## src/rtl/rpwm_pkg.sv

```systemverilog
package rpwm_pkg;
  localparam int unsigned ADDR_W = 12;
  localparam int unsigned DATA_W = 32;

  localparam logic [ADDR_W-1:0] OFF_CTRL  = 12'h024;
  localparam logic [ADDR_W-1:0] OFF_COUNT = 12'h028;
  localparam logic [ADDR_W-1:0] OFF_RELOAD = 12'h02C;
  localparam logic [ADDR_W-1:0] OFF_MATCH = 12'h038;

  localparam int unsigned CTRL_RUN_BIT = 0;
  localparam int unsigned CTRL_CMP_BIT = 1;

  typedef struct packed {
    logic cmp_en;
    logic run;
  } ctrl_t;
endpackage

```

## src/rtl/rpwm_regs.sv

```systemverilog
module rpwm_regs
  import rpwm_pkg::*;
#(
  parameter int unsigned CNT_W = 32
) (
  input  logic              clk_i,
  input  logic              rst_ni,
  input  logic              req_i,
  input  logic              we_i,
  input  logic [ADDR_W-1:0] addr_i,
  input  logic [DATA_W-1:0] wdata_i,
  output logic [DATA_W-1:0] rdata_o,
  input  logic [CNT_W-1:0]  cnt_i,
  output ctrl_t             ctrl_o,
  output logic [CNT_W-1:0]  reload_o,
  output logic [CNT_W-1:0]  match_o,
  output logic              cnt_wr_o,
  output logic [CNT_W-1:0]  cnt_wdata_o
);
  logic sel_ctrl, sel_cnt, sel_rld, sel_mat, hit;
  logic wr;
  ctrl_t            ctrl_q;
  logic [CNT_W-1:0] reload_q, match_q;

  assign sel_ctrl = (addr_i == OFF_CTRL);
  assign sel_cnt  = (addr_i == OFF_COUNT);
  assign sel_rld  = (addr_i == OFF_RELOAD);
  assign sel_mat  = (addr_i == OFF_MATCH);
  assign hit      = sel_ctrl | sel_cnt | sel_rld | sel_mat;
  assign wr       = req_i & we_i;

  always_ff @(posedge clk_i or negedge rst_ni) begin
    if (!rst_ni) begin
      ctrl_q   <= '0;
      reload_q <= '0;
      match_q  <= '0;
    end else if (wr) begin
      if (sel_ctrl) begin
        ctrl_q.run    <= wdata_i[CTRL_RUN_BIT];
        ctrl_q.cmp_en <= wdata_i[CTRL_CMP_BIT];
      end
      if (sel_rld) reload_q <= wdata_i[CNT_W-1:0];
      if (sel_mat) match_q  <= wdata_i[CNT_W-1:0];
    end
  end

  assign cnt_wr_o    = wr & sel_cnt;
  assign cnt_wdata_o = wdata_i[CNT_W-1:0];

  always_comb begin
    rdata_o = '0;
    unique case (1'b1)
      sel_ctrl: begin
        rdata_o[CTRL_RUN_BIT] = ctrl_q.run;
        rdata_o[CTRL_CMP_BIT] = ctrl_q.cmp_en;
      end
      sel_cnt: rdata_o = DATA_W'(cnt_i);
      sel_rld: rdata_o = DATA_W'(reload_q);
      sel_mat: rdata_o = DATA_W'(match_q);
      default: rdata_o = '0;
    endcase
  end

  assign ctrl_o   = ctrl_q;
  assign reload_o = reload_q;
  assign match_o  = match_q;


  unmapped_wr_chk: assert property (@(posedge clk_i) disable iff (!rst_ni)
    (wr && !hit) |=> ($stable(ctrl_q) && $stable(reload_q) && $stable(match_q)));

  unmapped_rd_chk: assert property (@(posedge clk_i) disable iff (!rst_ni)
    !hit |-> (rdata_o == '0));
endmodule

```

## src/rtl/rpwm_counter.sv

```systemverilog
module rpwm_counter #(
  parameter int unsigned CNT_W = 32
) (
  input  logic             clk_i,
  input  logic             rst_ni,
  input  logic             run_i,
  input  logic             wr_i,
  input  logic [CNT_W-1:0] wdata_i,
  input  logic [CNT_W-1:0] reload_i,
  output logic [CNT_W-1:0] cnt_o,
  output logic             wrap_o
);
  localparam logic [CNT_W-1:0] CNT_MAX = '1;

  logic [CNT_W-1:0] cnt_q;
  logic             at_max;

  assign at_max = (cnt_q == CNT_MAX);
  assign wrap_o = run_i & ~wr_i & at_max;

  always_ff @(posedge clk_i or negedge rst_ni) begin
    if (!rst_ni)     cnt_q <= '0;
    else if (wr_i)   cnt_q <= wdata_i;
    else if (run_i)  cnt_q <= at_max ? reload_i : cnt_q + 1'b1;
  end

  assign cnt_o = cnt_q;


  cnt_inc_chk: assert property (@(posedge clk_i) disable iff (!rst_ni)
    (run_i && !wr_i && !at_max) |=> (cnt_q == $past(cnt_q) + 1'b1));

  cnt_hold_chk: assert property (@(posedge clk_i) disable iff (!rst_ni)
    (!run_i && !wr_i) |=> $stable(cnt_q));

  cnt_reload_chk: assert property (@(posedge clk_i) disable iff (!rst_ni)
    wrap_o |=> (cnt_q == $past(reload_i)));

  cnt_wr_chk: assert property (@(posedge clk_i) disable iff (!rst_ni)
    wr_i |=> (cnt_q == $past(wdata_i)));
endmodule

```

## src/rtl/rpwm_out.sv

```systemverilog
module rpwm_out #(
  parameter int unsigned CNT_W = 32
) (
  input  logic             clk_i,
  input  logic             rst_ni,
  input  logic             run_i,
  input  logic             cmp_en_i,
  input  logic [CNT_W-1:0] cnt_i,
  input  logic [CNT_W-1:0] match_i,
  input  logic             wrap_i,
  output logic             pwm_o
);
  logic pwm_q, hit;

  assign hit = run_i & (cnt_i == match_i);

  // clear on wrap wins over set on match
  always_ff @(posedge clk_i or negedge rst_ni) begin
    if (!rst_ni)        pwm_q <= 1'b0;
    else if (!cmp_en_i) pwm_q <= 1'b0;
    else if (wrap_i)    pwm_q <= 1'b0;
    else if (hit)       pwm_q <= 1'b1;
  end

  assign pwm_o = pwm_q;


  cmp_off_low_chk: assert property (@(posedge clk_i) disable iff (!rst_ni)
    !cmp_en_i |=> !pwm_q);

  wrap_clr_chk: assert property (@(posedge clk_i) disable iff (!rst_ni)
    wrap_i |=> !pwm_q);

  match_set_chk: assert property (@(posedge clk_i) disable iff (!rst_ni)
    (cmp_en_i && hit && !wrap_i) |=> pwm_q);

  rise_cause_chk: assert property (@(posedge clk_i) disable iff (!rst_ni)
    $rose(pwm_q) |-> $past(hit));
endmodule

```

## src/rtl/reload_pwm_timer.sv

```systemverilog
module reload_pwm_timer
  import rpwm_pkg::*;
#(
  parameter int unsigned CNT_W = 32
) (
  input  logic        clk_i,
  input  logic        rst_ni,
  input  logic        bus_req_i,
  input  logic        bus_we_i,
  input  logic [11:0] bus_addr_i,
  input  logic [31:0] bus_wdata_i,
  output logic [31:0] bus_rdata_o,
  output logic        pwm_o
);
  ctrl_t            ctrl;
  logic [CNT_W-1:0] reload, match, cnt, cnt_wdata;
  logic             cnt_wr, wrap;

  rpwm_regs #(.CNT_W(CNT_W)) u_regs (
    .clk_i       (clk_i),
    .rst_ni      (rst_ni),
    .req_i       (bus_req_i),
    .we_i        (bus_we_i),
    .addr_i      (bus_addr_i),
    .wdata_i     (bus_wdata_i),
    .rdata_o     (bus_rdata_o),
    .cnt_i       (cnt),
    .ctrl_o      (ctrl),
    .reload_o    (reload),
    .match_o     (match),
    .cnt_wr_o    (cnt_wr),
    .cnt_wdata_o (cnt_wdata)
  );

  rpwm_counter #(.CNT_W(CNT_W)) u_counter (
    .clk_i    (clk_i),
    .rst_ni   (rst_ni),
    .run_i    (ctrl.run),
    .wr_i     (cnt_wr),
    .wdata_i  (cnt_wdata),
    .reload_i (reload),
    .cnt_o    (cnt),
    .wrap_o   (wrap)
  );

  rpwm_out #(.CNT_W(CNT_W)) u_out (
    .clk_i    (clk_i),
    .rst_ni   (rst_ni),
    .run_i    (ctrl.run),
    .cmp_en_i (ctrl.cmp_en),
    .cnt_i    (cnt),
    .match_i  (match),
    .wrap_i   (wrap),
    .pwm_o    (pwm_o)
  );
endmodule

```

## config.mk

```make
export PLATFORM = sky130hd
export DESIGN_NAME = reload_pwm_timer
export DESIGN_NICKNAME = d
export VERILOG_FILES = /design/src/rtl/rpwm_pkg.sv /design/src/rtl/rpwm_regs.sv /design/src/rtl/rpwm_counter.sv /design/src/rtl/rpwm_out.sv /design/src/rtl/reload_pwm_timer.sv
export SDC_FILE = /design/constraint.sdc
export NUM_CORES = 1
export LEC_CHECK = 0
export ABC_AREA = 1
export CORE_MARGIN = 2
export CORE_UTILIZATION = 43
export DETAILED_ROUTE_END_ITERATION = 8
export GPL_TIMING_DRIVEN = 0
export PLACE_DENSITY = 0.67
export SLEW_MARGIN = 10
export SYNTH_ARGS = -nofsm -noshare
export SYNTH_HDL_FRONTEND = slang
export SYNTH_SLANG_ARGS = --single-unit
```

## constraint.sdc

```tcl
create_clock -name clk_i -period 1.9 [get_ports clk_i]
set_input_delay 0.38 -clock clk_i [delete_from_list [all_inputs] [get_ports clk_i]]
set_output_delay 0.38 -clock clk_i [all_outputs]
set_load 0.01 [all_outputs]
```

==> results of run 1 <==
how the worst min path moves through the flow:
stage | depth (start not counted) | to | slack, ps | from
2_1_floorplan | 0 | u_counter.cnt_o[0] | 80 | rst_ni
3_3_place_gp | 2 | u_regs.reload_o[12] | 470 | u_regs.reload_o[12]
3_5_place_dp | 1 | u_regs.ctrl_o[0] | 360 | rst_ni
4_1_cts | 2 | u_regs.reload_o[19] | 490 | u_regs.reload_o[19]
5_1_grt | 2 | u_regs.reload_o[20] | 520 | u_regs.reload_o[20]
6_report | 2 | u_regs.reload_o[20] | 490 | u_regs.reload_o[20]
where the power goes:
part           switching [mW]  internal (mW)
combinational           0.132          0.113
clock                   0.870           1.06
sequential            0.00846           2.11
metal layers:
| layer | GRT usage [%] | vias to the layer above | share of wire [%] |
|---|---|---|---|
| met5 | 0 | - | 0 |
| met4 | 12.48 | 0 | 4.4 |
| met3 | 7.137 | 75 | 10 |
| met2 | 46.71 | 406 | 44 |
| met1 | 42.56 | 3411 | 41 |
| li1 | - | 3423 | - |
metrics by stage:
step | area (um2) | TNS [ps] | hold WS [ps]
global route | 8735 | -8505 | 521.5
finish | 8735 | -5740 | 487.2
detailed placement | 7662 | -104950 | 356.9
CTS | 8453 | -4821 | 491.6
floorplan | 6598 | 0 | 84.41
global placement | 7634 | -446010 | 468.9
what timing repair did:
item                                    in CTS  in global routing
gates cloned                                 6                  2
gates resized for setup                    253                 83
hold endpoints to repair                    44                  0
pin swaps                                   23                 28
endpoints found under the setup margin     129                 92
setup buffers                               21                 11
hold buffers                                 1                  0
registers in the layout (all words and copies together), names as in the netlist:
| signal | flops |
|---|---|
| u_regs.match_o | 32 |
| u_regs.reload_o | 32 |
| u_out.pwm_o | 1 |
| u_regs.ctrl_o | 2 |
| u_counter.cnt_o | 32 |
cell type report:
class / count / area [um2]
clock inverter: 6 / 63.81
fill: 1437 / 6355
sequential: 99 / 2482
tap: 188 / 235.2
multi-input combinational: 714 / 3682
clock buffer: 10 / 239.0
timing repair buffer: 118 / 1065
inverter: 148 / 565.5
buffer: 43 / 401.6
critical path, cell delays in order:
cell	delay (ps)
buf_6	90
nor2_4	100
nand2_2	70
nor3_4	170
buf_4	130
and2_4	140
buf_12	140
buf_8	150
nand2_2	50
o211ai_1	140
buf_2	190
cells by family (layout without fill, tap and decap cells):
logic type,Yosys count,after routing,synth area share (%)
simple gates,549,549,35.08
fa+ha+maj,1,1,0.1896
compound gates,148,148,13.16
xor+xnor,16,16,2.124
buf+inv,191,325,11.89
flops,99,99,37.55
layout by cell type, fill, tap and decap left out, types with 4 or more instances in the layout:
cell type          n
o221ai_2           6
nor2_4             8
nor2_1            67
o211ai_1          19
dfrtp_1           95
nand2_2           22
buf_12             4
nand2_4           14
inv_2              6
nand2_1          319
buf_8              5
clkbuf_1           5
o211ai_2           6
clkbuf_2           8
inv_1            140
o21ai_1           43
o21ai_0           59
nor2_2             8
buf_4             27
nand3_1           83
nand3_2            7
xnor2_1            4
buf_6             17
nand4_1            5
dfrtp_2            4
clkbuf_16         16
a21oi_1           11
buf_2             40
xor2_1            12
clkbuf_4           4
clkdlybuf4s50_1   35
==> qor.txt, run 1 <==
Total chip power = 4.292 mW
CP required = 1520 ps
Clock buffer depth = 2
Dpl ws = -1730 ps
Worst Tran Pin Value = 709.7 ps
Num CTS Buffers = 9
Max cap viols = 0
Synth top cells by count = nand2_1 (349), inv_1 (145), dfrtp_1 (99), nand3_1 (89), nor2_1 (76)
Cell area after synthesis = 0.006598 mm2
R2r setup slk = 70 ps
I/O pins = 81
Fin. Hold Viols = 0
Row count = 45
Max FO, Critical Path = 8
Ys async rst share = 100.0%
Synth Warn # = 0
Synthesized instance count = 1004
Seq cells post-synth = 99
Reg2Reg Depth = 9
Share of layout cells above drive strength 1 = 20.04%
Core area = 0.01509 mm2
Final layout net count = 1182
Synth top area cells = dfrtp_1 (38%), nand2_1 (20%), inv_1 (8.2%)
Start of the worst register-to-register path = u_counter.cnt_o[2]
Outcome = complete, but fails checks
Netlist cell types = 36
Starting density of the core = 43.72%
Initial DRC Count = 863
Placed wire-length estimate = 16170 um
Worst setup margin = -237.6 ps
Max Fclk = 0.4678 GHz
# port buffers = 80
Reg2reg end = u_counter.cnt_o[25]
Clk_lat worst skew = 370 ps
Syn avg cell area = 6.571 um2
WL final = 24730 um
Core Util, Final = 57.89%
Critical path capture point type = output port
Final Critical Period = 2138 ps
Startpoint types = primary input
Yosys top cell by area = dfrtp_1
Synth top area share = 37.55%
Routability cong. = 0.9639
Seq/Total Area, Yosys = 37.55%
Post-route DRC = 0
Slew margin rel. = 52.69%
Pwr/cell area = 491.4 mW/mm2
Vias in the first global route = 6795
Overall Global Routing Usage = 30.79%
Die height = 127.9 um
DR pass1 iterations = 6
Final max-slew violation count = 0
Antenna violations before repair = 0
Worst Setup EP = bus_rdata_o[31]
Total leakage power = 4.349 nW
Failing checks = setup timing
ANT nets after route = 0
Die area = 0.01635 mm2
Placed cells = 1273
CTS root buf = clkbuf_16
Most common cell in the netlist = nand2_1
Post-DR wirelength/cell = 18.65 um
HP Class = reg -> reg
CP Data Arrival Time = 1760 ps
CTS tree = done
Crit. Startpoint = bus_addr_i[1]
Ys flop type = dfrtp_1
Maximum vdd drop = 0.4455 mV
Largest net degree at the start of global routing = 53
Overflow after GRT = 0
First-pass GRT wire length = 37850 um
Reg clk slew, reported paths = 70 ps
EDFF count, synth = 0
Syn nets = 1053
Clock Sinks = 99
Final period utilization = 112.5%
Worst Clk Skew = 10.72 ps
Fin cells = 1326
N_diodes = 0
Critical path class = in -> out
Area Growth Syn to Fin = 32.39%
H-tree lvl count = 3
Via density = 5.517
Unrepaired setup endpoints after global routing = yes
Vias = 7315
Final setup fails = 40
Width of the die = 127.9 um
Note: power is estimated with default switching activity, not from simulation.
==> inputs of run 2 (changes only) <==
--- a/config.mk
+++ b/config.mk
@@ -11,5 +11,4 @@
 export DETAILED_ROUTE_END_ITERATION = 8
 export GPL_TIMING_DRIVEN = 0
-export PLACE_DENSITY = 0.67
 export SLEW_MARGIN = 10
 export SYNTH_ARGS = -nofsm -noshare
==> constraint.sdc (replaced) <==
create_clock -name clk_i -period 1.9 [get_ports clk_i]
set_input_delay 0.38 -clock clk_i [delete_from_list [all_inputs] [get_ports clk_i]]
set_output_delay 0.38 -clock clk_i [all_outputs]
set_load 0.02 [all_outputs]
==> run 2 against run 1 <==
  * Critical path type unchanged
  * Global-route usage increased by 1.0 points
  * Die area stayed put
  * Setup slack improved by 3.9 ps
  * Sequential share of layout area grew 0.52 points
  * Clock skew shrank 2.2 ps
  * Final cell count shrank 0.83%
  * Critical path depth is 2 lower
  * Hold slack got worse by 46 ps
  * Via count fell by 2.9%
  * Largest cell class unchanged
  * The run still ends with setup timing left
  * Count of clock-buffer cells in the layout unchanged
  * Largest power group unchanged
  * Combinational power barely moved
==> qor.txt, run 2 (synthesis results as in run 1) <==
Commonest non-fill, non-tap cells in the layout = nand2_1 (323), inv_1 (141), dfrtp_1 (96)
HP Class = in -> async
CP required = 1520 ps
Failing checks = setup timing
Die height = 127.9 um
Area Growth Syn to Fin = 29.94%
Fin. Hold Viols = 0
Placed wire-length estimate = 16760 um
Overall Global Routing Usage = 31.81%
Vias = 7102
Final period utilization = 112.3%
Overflow after GRT = 0
Pwr/cell area = 510.5 mW/mm2
Slew margin rel. = 51.88%
Max FO, Critical Path = 6
Initial DRC Count = 652
Start of the worst register-to-register path = u_counter.cnt_o[1]
WL final = 25130 um
Max cap viols = 0
Vias in the first global route = 6944
Reg2Reg Depth = 6
Placed cells = 1273
Clock buffer depth = 2
Routability cong. = 0.9500
Post-route DRC = 0
Core area = 0.01509 mm2
Final setup fails = 33
Share of layout cells above drive strength 1 = 18.54%
CTS root buf = clkbuf_16
Clk_lat worst skew = 360 ps
Fin cells = 1315
Max Fclk = 0.4687 GHz
Met2 routed WL = 11070 um
ANT nets after route = 0
Width of the die = 127.9 um
Critical path capture point type = output port
H-tree lvl count = 3
Row count = 45
First-pass GRT wire length = 39190 um
Total leakage power = 4.173 nW
Startpoint types = primary input
Worst Tran Pin Value = 721.9 ps
Largest net degree at the start of global routing = 76
Most frequent CP cell = buf_6
Maximum vdd drop = 0.5179 mV
Post-DR wirelength/cell = 19.11 um
Slowest stage cell, crit path = o211ai_1
Reg2reg end = u_counter.cnt_o[27]
Met3 Wirelength = 2176 um
Storage cell area = 0.002481 mm2
# fillers = 1507
Commonest non-fill, non-tap cell in the layout = nand2_1
DR pass1 iterations = 5
N_diodes = 0
M1 wire length = 11040 um
Critical path class = in -> out
Unrepaired setup endpoints after global routing = yes
R2r setup slk = 0 ps
Worst setup margin = -233.7 ps
CP max stage delay = 280 ps
Final max-slew violation count = 0
Worst Clk Skew = 8.503 ps
Starting density of the core = 43.72%
Area of the multi-input gates = 0.003607 mm2
# port buffers = 80
Final Critical Period = 2134 ps
Via density = 5.401
CTS tree = done
CP Data Arrival Time = 1750 ps
Top layer in use = met4
Final layout net count = 1171
Setup TNS = -4180 ps
Clock Sinks = 99
Outcome = complete, but fails checks
Num CTS Buffers = 9
Reg clk slew, reported paths = 70 ps
I/O pins = 81
Antenna violations before repair = 0
Critical-path cell list = buf_6, nor2_4, nand2_2, nor3_4, buf_6, nand2_8, clkbuf_16, o211ai_1, buf_4
Die area = 0.01635 mm2
[run 2: changes by cell type in the layout (fill, tap and decap cells not counted), moves of 4 or more]
cell,before,now
buf_2,40,19
buf_4,27,49
nand2_4,14,7
nand2_1,319,323
[run 2: repair_timing]
action / CTS / global route
pin swaps: 21 / 16
gates resized for setup: 279 / 56
setup buffers: 18 / 3
hold buffers: 1 / 0
hold endpoints to repair: 24 / 0
endpoints found under the setup margin: 129 / 79
gates cloned: 4 / 1
[run 2: worst max-delay path by stage]
stage,from,end,slack (ps),cells after the start
4_1_cts,bus_addr_i[0],bus_rdata_o[31],-180,9
5_1_grt,bus_addr_i[0],bus_rdata_o[31],-290,9
3_5_place_dp,bus_addr_i[1],bus_rdata_o[31],-1550,8
3_3_place_gp,rst_ni,u_regs.reload_o[25],-3600,1
6_report,bus_addr_i[0],bus_rdata_o[31],-230,9
2_1_floorplan,bus_addr_i[1],bus_rdata_o[0],-40,6
[run 2: power breakdown]
part / internal [mW] / switching [mW] / total [mW]
logic: 0.114 / 0.132 / 0.246
clock network: 1.15 / 0.864 / 2.01
registers: 2.11 / 0.00808 / 2.12
[run 2: final cells by class]
type                    count  share of cell area, %
repair buffers            108                  11.87
clock inverters             6                 0.9340
well taps                 188                  2.744
multi-input cells         714                  42.08
plain buffers              42                  4.116
flip-flops and latches     99                  28.94
inverters                 148                  6.655
clock buffers              10                  2.671
[run 2: metal layers]
| metal | vias to the layer above | global-route usage, % |
|---|---|---|
| li1 | 3404 | - |
| met1 | 3284 | 44.38 |
| met2 | 363 | 49.58 |
| met3 | 51 | 5.968 |
| met4 | 0 | 11.31 |
| met5 | - | 0 |
[run 2: stage by stage]
step                utilization (%)  hold WS (ps)  area [um2]  worst slack, ps  power [mW]
detailed placement            50.96         255.1        7690            -1546       2.397
finish                        56.82         441.4        8573           -233.7       4.377
global placement              50.77         473.7        7661            -3598       2.391
floorplan                         -         84.41        6625           -39.18       2.215
global route                  56.82         468.6        8573           -289.6       4.516
CTS                           55.59         449.4        8388           -177.6       4.384
[run 2: critical path: cells and delay by family]
family	cells	cell delay (ps)
buffers and inverters	4	630
AND/OR/NAND/NOR	4	450
AO/OA/AOI/OAI	1	280
==> inputs of run 3 (changes only) <==
GPL_TIMING_DRIVEN = not set   (was 0)
==> run 3 against run 2 <==
  * The run still ends with setup timing left
  * Final cell count up 1.1%
  * Flip-flop and latch count stayed put
  * Register-to-register slack gained 150 ps
  * Global-route usage fell by 3.7 points
  * Clock power about the same
  * Largest power group unchanged
==> qor.txt, run 3 (synthesis results as in run 1) <==
Outcome = complete, but fails checks
Failing checks = setup timing
Die area = 0.01635 mm2
Maximum vdd drop = 0.4527 mV
Overflow after GRT = 0
Via density = 5.197
Worst setup margin = -139.4 ps
Post-DR wirelength/cell = 16.68 um
Width of the die = 127.9 um
Num CTS Buffers = 9
Share of layout cells above drive strength 1 = 18.58%
Clock buffer depth = 2
CTS Hold Bufs = 0
First-pass GRT wire length = 35380 um
Final period utilization = 107.3%
Area Growth Syn to Fin = 34.65%
HP Class = in -> async
Worst hold margin = 2.681 ps
Total leakage power = 4.402 nW
Overall Global Routing Usage = 28.13%
Area of the multi-input gates = 0.003552 mm2
N_diodes = 0
Critical path capture point type = output port
Commonest non-fill, non-tap cells in the layout = nand2_1 (334), inv_1 (141), dfrtp_1 (98)
H-tree lvl count = 3
Clk_lat worst skew = 360 ps
Storage cell area = 0.002479 mm2
Cell Area, Placed = 0.008148 mm2
Core Util, Final = 58.87%
Core area = 0.01509 mm2
Final setup fails = 32
Startpoint types = primary input
Worst Clk Skew = 7.491 ps
Clock Sinks = 99
CP Data Arrival Time = 1660 ps
Starting density of the core = 43.72%
Dpl ws = -907.4 ps
Vias in the first global route = 6461
Largest net degree at the start of global routing = 60
Commonest non-fill, non-tap cell in the layout = nand2_1
Critical path class = in -> out
Final Cell Area = 0.008884 mm2
# port buffers = 80
Placed wire-length estimate = 15080 um
Critical-path cell list = buf_6, nor2_4, nand2_2, nor3_4, and2_4, buf_8, buf_12, nand2_4, o211ai_1, buf_4
Fin. Hold Viols = 0
Routability cong. = 0.9190
Final max-slew violation count = 0
CP max stage delay = 180 ps
Slew margin rel. = 66.09%
Largest delay share family, worst path = simple AND/OR/NAND/NOR gates
Vias = 6907
ANT nets after route = 0
CTS root buf = clkbuf_16
Antenna violations before repair = 0
I/O pins = 81
Die height = 127.9 um
Worst Tran Pin Value = 508.7 ps
CP required = 1520 ps
Max FO, Critical Path = 7
DR pass1 iterations = 5
Initial DRC Count = 629
Unrepaired setup endpoints after global routing = yes
CTS tree = done
Post-route DRC = 0
WP buf/inv = 4
Slowest stage cell, crit path = nor3_4
Placed cells = 1296
Fin cells = 1329
WL final = 22160 um
# fillers = 1458
Max cap viols = 0
Pwr/cell area = 491.2 mW/mm2
Final Critical Period = 2039 ps
Reg clk slew, reported paths = 70 ps
Final layout net count = 1185
Max Fclk = 0.4903 GHz
Row count = 45
-- run 3: timing repair --
action	4_1_cts	5_1_grt
buffers inserted	11	3
pin swaps	15	13
cloned	6	1
gates resized for setup	255	34
setup endpoints to repair	32	59
-- run 3: worst register-to-register path: stages (launching register included) --
cell      delay (ps)
dfrtp_1          420
nand3_1          190
nand3b_1         320
nor2_1           350
a21oi_1          110
o21ai_0          190
nand2_1           60
-- run 3: cell type report --
type	count	area share [%]
Inverter	148	6.366
Tap cell	188	2.648
Multi-Input combinational cell	714	39.99
Sequential cell	99	27.90
Clock buffer	11	2.620
Timing Repair Buffer	164	19.61
Clock inverter	5	0.8732
-- run 3: metrics by stage --
stage / power (mW) / setup TNS (ps)
after detailed placement: 2.405 / -51750
after floorplan: 2.215 / -356.0
after global routing: 4.493 / -5196
final: 4.363 / -2576
after global placement: 2.405 / -48420
after CTS: 4.379 / -2653
-- run 3: power by group --
group | leakage (nW) | total, mW | internal, mW | switching [mW]
clock | 0.150 | 1.99 | 1.15 | 0.839
sequential | 1.38 | 2.12 | 2.11 | 0.00726
combinational | 2.87 | 0.253 | 0.121 | 0.132
-- run 3: routing by layer --
metal / GRT usage, % / part of all wire, %
met1: 40.53 / 47
met2: 43.91 / 45
met3: 3.756 / 6.4
met4: 9.244 / 2.4
met5: 0 / 0
-- run 3: final timing paths --
check,slack [ps],start,endpoint,cells past startpoint
worst max-delay path,-140,bus_addr_i[0],bus_rdata_o[31],10
worst min-delay path,3,rst_ni,u_regs.match_o[7],2
worst max register to register,150,u_counter.cnt_o[2],u_counter.cnt_o[27],6
worst min register to register,490,u_regs.reload_o[20],u_regs.reload_o[20],2
max in group asynchronous,1410,rst_ni,u_counter.cnt_o[16],2
min in group clk_i,490,u_regs.reload_o[20],u_regs.reload_o[20],2
